<file path="config.mk">
export PLATFORM = sky130hd
export DESIGN_NAME = hold_hist_track
export DESIGN_NICKNAME = d
export VERILOG_FILES = /design/src/rtl/hht_pkg.sv /design/src/rtl/hht_stop_decode.sv /design/src/rtl/hht_settle_timer.sv /design/src/rtl/hht_track_ctrl.sv /design/src/rtl/hht_value_reg.sv /design/src/rtl/hold_hist_track.sv
export SDC_FILE = /design/constraint.sdc
export NUM_CORES = 1
export LEC_CHECK = 0
export ABC_AREA = 1
export CORE_MARGIN = 4
export CORE_UTILIZATION = 50
export CTS_BUF_LIST = sky130_fd_sc_hd__clkbuf_8
export DETAILED_ROUTE_END_ITERATION = 16
export DONT_BUFFER_PORTS = 1
export GPL_TIMING_DRIVEN = 0
export PLACE_DENSITY = 0.68
export SETUP_SLACK_MARGIN = 0.15
export SLEW_MARGIN = 20
export SYNTH_ARGS = -nofsm -noshare
export SYNTH_HDL_FRONTEND = slang
export SYNTH_SLANG_ARGS = --single-unit
</file>
<file path="constraint.sdc">
create_clock -name clk -period 3.27 [get_ports clk]
set_input_delay 0.981 -clock clk [delete_from_list [all_inputs] [get_ports clk]]
set_output_delay 0.981 -clock clk [all_outputs]
set_load 0.005 [all_outputs]
</file>
<file path="src/rtl/hht_pkg.sv">
package hht_pkg;

    localparam int BW_W = 4;

    typedef logic [BW_W-1:0] bw_code_t;

    // Decoded stop causes for one cycle.
    typedef struct packed {
        logic halt;     // any condition that ends or blocks tracking
        logic discard;  // value flush: reload the free-running offset
    } stop_t;

    // Settling length in ticks: doubles per code step, saturates at 2^max_exp.
    function automatic int unsigned settle_len(input bw_code_t code, input int unsigned max_exp);
        int unsigned e;
        e = int'(code) + 1;
        if (e > max_exp) e = max_exp;
        return 32'd1 << e;
    endfunction

endpackage

</file>
<file path="src/rtl/hht_stop_decode.sv">
module hht_stop_decode (
    input  logic            ref_switch,
    input  logic            los,
    input  logic            lol,
    input  logic            in_freerun,
    input  logic            in_holdover,
    input  logic            locked,
    input  logic            flush_we,
    input  logic            flush_bit,
    output hht_pkg::stop_t  stop
);
    always_comb begin
        stop.discard = flush_we & flush_bit;
        stop.halt    = ref_switch | los | lol | in_freerun | in_holdover
                     | ~locked | flush_we;
    end
endmodule

</file>
<file path="src/rtl/hht_settle_timer.sv">
module hht_settle_timer #(
    parameter int unsigned MAX_EXP = 8
) (
    input  logic              clk,
    input  logic              rst,
    input  logic              clear,
    input  logic              run,
    input  logic              tick,
    input  hht_pkg::bw_code_t bw_code,
    output logic              expire
);
    localparam int CNT_W = MAX_EXP + 1;

    logic [CNT_W-1:0] cnt;
    logic [CNT_W-1:0] limit;

    assign limit  = CNT_W'(hht_pkg::settle_len(bw_code, MAX_EXP) - 1);
    assign expire = run & tick & ~clear & (cnt >= limit);

    always_ff @(posedge clk) begin
        if (rst || clear || !run) begin
            cnt <= '0;
        end else if (tick) begin
            cnt <= expire ? '0 : cnt + 1'b1;
        end
    end
endmodule

</file>
<file path="src/rtl/hht_track_ctrl.sv">
module hht_track_ctrl (
    input  logic           clk,
    input  logic           rst,
    input  hht_pkg::stop_t stop,
    input  logic           expire,
    output logic           tracking,
    output logic           avail
);
    always_ff @(posedge clk) begin
        if (rst || stop.halt) begin
            tracking <= 1'b0;
        end else if (expire) begin
            tracking <= 1'b1;
        end
    end

    always_ff @(posedge clk) begin
        if (rst || stop.discard) begin
            avail <= 1'b0;
        end else if (expire && !stop.halt) begin
            avail <= 1'b1;
        end
    end
endmodule

</file>
<file path="src/rtl/hht_value_reg.sv">
module hht_value_reg #(
    parameter int                 HIST_W      = 24,
    parameter logic [HIST_W-1:0]  FREERUN_OFS = '0
) (
    input  logic              clk,
    input  logic              rst,
    input  hht_pkg::stop_t    stop,
    input  logic              tracking,
    input  logic [HIST_W-1:0] lt_hist,
    output logic [HIST_W-1:0] hold_val
);
    always_ff @(posedge clk) begin
        if (rst || stop.discard) begin
            hold_val <= FREERUN_OFS;
        end else if (tracking && !stop.halt) begin
            hold_val <= lt_hist;
        end
    end
endmodule

</file>
<file path="src/rtl/hold_hist_track.sv">
module hold_hist_track #(
    parameter int                 HIST_W      = 24,
    parameter int unsigned        MAX_EXP     = 8,
    parameter logic [HIST_W-1:0]  FREERUN_OFS = 24'h001A2B
) (
    input  logic                     clk,
    input  logic                     rst,
    input  logic [HIST_W-1:0]        lt_hist,
    input  logic                     locked,
    input  logic                     ref_switch,
    input  logic                     los,
    input  logic                     lol,
    input  logic                     in_freerun,
    input  logic                     in_holdover,
    input  logic                     flush_we,
    input  logic                     flush_bit,
    input  logic [hht_pkg::BW_W-1:0] bw_code,
    input  logic                     tick_1s,
    input  logic                     use_dev_hist,
    output logic [HIST_W-1:0]        hold_val,
    output logic                     dht,
    output logic                     hha
);
    hht_pkg::stop_t stop;
    logic           expire;
    logic           tracking;
    logic           avail;

    hht_stop_decode u_dec (
        .ref_switch (ref_switch),
        .los        (los),
        .lol        (lol),
        .in_freerun (in_freerun),
        .in_holdover(in_holdover),
        .locked     (locked),
        .flush_we   (flush_we),
        .flush_bit  (flush_bit),
        .stop       (stop)
    );

    hht_settle_timer #(.MAX_EXP(MAX_EXP)) u_tmr (
        .clk    (clk),
        .rst    (rst),
        .clear  (stop.halt),
        .run    (~tracking),
        .tick   (tick_1s),
        .bw_code(bw_code),
        .expire (expire)
    );

    hht_track_ctrl u_ctl (
        .clk     (clk),
        .rst     (rst),
        .stop    (stop),
        .expire  (expire),
        .tracking(tracking),
        .avail   (avail)
    );

    hht_value_reg #(.HIST_W(HIST_W), .FREERUN_OFS(FREERUN_OFS)) u_val (
        .clk     (clk),
        .rst     (rst),
        .stop    (stop),
        .tracking(tracking),
        .lt_hist (lt_hist),
        .hold_val(hold_val)
    );

    assign dht = tracking;
    assign hha = avail & use_dev_hist;
endmodule

</file>
==> results_dict.tcl <==
set metrics [dict create \
    synth-compound-area-share 0.07958 \
    io_pins 66 \
    rows 22 \
    fin_skew_ns 0.006111 \
    cp.arrival_ns 3.20 \
    synthMuxAreaShare 0 \
    fp.dieArea_um2 4821 \
    drive_gt1_frac 0.2246 \
    crit_path_end_kind "flop" \
    crit_path_max_incr_delay_ns 0.29 \
    slew_headroom 0.6433 \
    cp.buffers_inverters 2 \
    period_share 0.9228 \
    critical_path_class "input port to flop" \
    status "completed" \
    syn_area_um2 1887 \
    clkSinkCount 35 \
    synth.avg_cell_area_um2 7.202 \
    drc 0 \
    cts-htree-levels 2 \
    drv_cap 0 \
    synthSimpleGateAreaFrac 0.3727 \
    grt_pass1_wl_um 6472 \
    powerDensity_nw_per_um2 410.9 \
    ys.warnings.count 0 \
    critPathMaxFanout 8 \
    hp-class "flop to flop" \
    leakage_nw 0.9485 \
    grt-ovfl-total 0 \
    critical_path.top_delay_family "simple AND/OR/NAND/NOR gates" \
    syn_nets 314 \
    vdd_drop_max_mv 0.2657 \
    drt-pass1-iter-count 4 \
    final_core_util 0.6288 \
    root_buffer "clkbuf_8" \
    yosys.area_share.adder 0.07958 \
    drtIter0Drc 66 \
    die-width_um 69.43 \
    period_needed_ns 3.018 \
    setup_viol 0 \
    ys_ff_latch 35 \
    dp.cells 310 \
    maxSlewViolCount 0 \
    port_buffers 0 \
    wl_per_cell_um 12.20 \
    hold_viol_final 0 \
    die_height_um 69.43 \
    start_kind "input port" \
    core_um2 3661 \
    cp_common_cell "nand2_4" \
    clockBufferDepth 2 \
    synth-xor-area-share 0.02785 \
    grt_max_degree 13 \
    postRouteAntennaNets 0 \
    clock_latency_ns 0.28 \
    syn_inst 262 \
    synth_top_family_by_area "simple AND/OR/NAND/NOR gates" \
    synth_edf_count 0 \
    cts_tree "built" \
    cts_buffers 5 \
    vias_per_cell 5.117 \
    fin_cells 324 \
    area_growth_pct 22.02 \
    seq_area_frac_synth 0.3714 \
    num_vias 1658 \
    synth-async-reset-ratio 0 \
    cp_slowest_cell "ha_4" \
    holdBufCountCts 0 \
    grt_pass1_vias 1478 \
    wl_um 3952 \
    antenna_cells 0 \
    critPathRequiredTime_ns 3.45 \
    nNetsFinal 327 \
    antenna_found_initial 0 \
    cp_cell_sequence "ha_4 > nand2_4 > clkinv_4 > nand2_4 > nand3_4 > nand2_4 > nand2_8 > nand3_4 > ha_4 > inv_2 > a21oi_2 > nand2_1 > nand2_1 > nand2_2 > ha_4 > nand2_4 > nor2_2 > nand3_1 > nand4_1 > nand2_2 > nand2_4 > nor2_1" \
    n_fill_cell 323 \
    fmax_mhz 331.4 \
    synth_cell_types 29 \
    ys.flop_type "dfxtp_1" \
    post-dp-hpwl_um 3021 \
    rsz0062_at_grt "true" \
    start_util 0.5154 \
    grt_usage 0.1602 \
    clk_pin_slew_ns 0.07 \
    gp_congestion 0.8164 \
    tightest_slew_ns 0.5351 \
]
## routing by layer
metal	wire (um)	vias up	track usage	part of all wire
met5	0	-	0	0
met4	30	0	0.03905	0.0076
li1	-	878	-	-
met2	1819	51	0.2564	0.46
met3	354	4	0.06667	0.090
met1	1748	725	0.1998	0.44
## sequential cells by signal, summed over array words and instances (netlist names)
register and count:
u_val.hold_val 24, u_tmr.cnt 9, u_ctl.tracking 1, u_ctl.avail 1
## power breakdown
part           switching (mW)  internal [mW]
registers           0.0000179          0.426
clock network           0.154          0.227
logic                  0.0803         0.0591
total                   0.234          0.712
## final timing paths
check	start	end	slack, ns	cells after the start
worst max register to register	u_tmr.cnt[3]	u_tmr.cnt[3]	1.72	10
worst min-delay path	u_ctl.avail	u_ctl.avail	0.47	2
worst min register to register	u_ctl.avail	u_ctl.avail	0.47	2
worst max-delay path	bw_code[0]	u_tmr.cnt[8]	0.25	22
## tightest hold or removal path, delay by kind of cell (launching register included)
| family | cells | cell delay [ns] |
|---|---|---|
| AO/OA/AOI/OAI | 1 | 0.05 |
| flip-flops | 1 | 0.32 |
| buffers and inverters | 1 | 0.06 |
## cell type report
type                       instances  area, um2  share of cell area
buffer                             6      38.79             0.01685
timing repair buffer               6      48.80             0.02120
tap                               48      60.06             0.02609
sequential                        35      700.7              0.3043
inverter                          24      95.09             0.04130
clock buffer                       5      68.82             0.02989
multi-input combinational        197       1246              0.5413
clock inverter                     3      43.79             0.01902
## repair_timing
| action | CTS | global route |
|---|---|---|
| pin swaps | 3 | 16 |
| gates resized for setup | 0 | 19 |
| setup endpoints to repair | 7 | 11 |
| cloned | 0 | 0 |
| buffers inserted | 1 | 5 |
## cell usage in the layout, fill, tap and decap left out, types with 5 or more instances in the layout
cell       n
nand2_1   47
ha_4       5
nor2_1    47
nand4_1    6
a21oi_2    5
ha_1       7
dfxtp_1   35
buf_4      5
inv_1     20
o21ai_0   19
clkbuf_8   5
nand2_4    6
nor2_2     7
nand3_1   20
## through the flow
stage          area, um2  power, mW  hold slack [ns]  setup TNS, ns  worst slack, ns
5_1_grt             2302     0.9941           0.5058              0          0.08828
3_5_place_dp        2067     0.5539           0.4471         -1.472          -0.1731
4_1_cts             2187     0.9358           0.4583              0           0.1586
3_3_place_gp        2067     0.5526           0.4449         -1.430          -0.1774
6_report            2302     0.9460           0.4659              0           0.2523
2_1_floorplan       2007     0.5355           0.4290              0           0.1184
## cells in the mapped netlist (2+ instances only)
cell      number  area share
a21oi_1        7       0.019
buf_6          2       0.012
clkbuf_1       3      0.0060
dfxtp_1       35        0.37
ha_1          12       0.080
inv_1         22       0.044
nand2_1       54        0.11
nand2_2        2      0.0066
nand2_4        2       0.012
nand3_1       23       0.061
nand4_1        6       0.020
nor2_1        52        0.10
nor2_2         2      0.0066
nor2_4         2       0.012
nor3_2         2       0.011
o21ai_0       19       0.050
xnor2_1        2      0.0093
xor2_1         4       0.019
## kinds of logic after synthesis
group,after synthesis
XOR/XNOR,6
adder cells (fa/ha/maj),12
flip-flops,35
AND/OR/NAND/NOR,150
buffers and inverters,30
AO/OA/AOI/OAI,29
No activity file was read; power rests on OpenSTA's default activity.
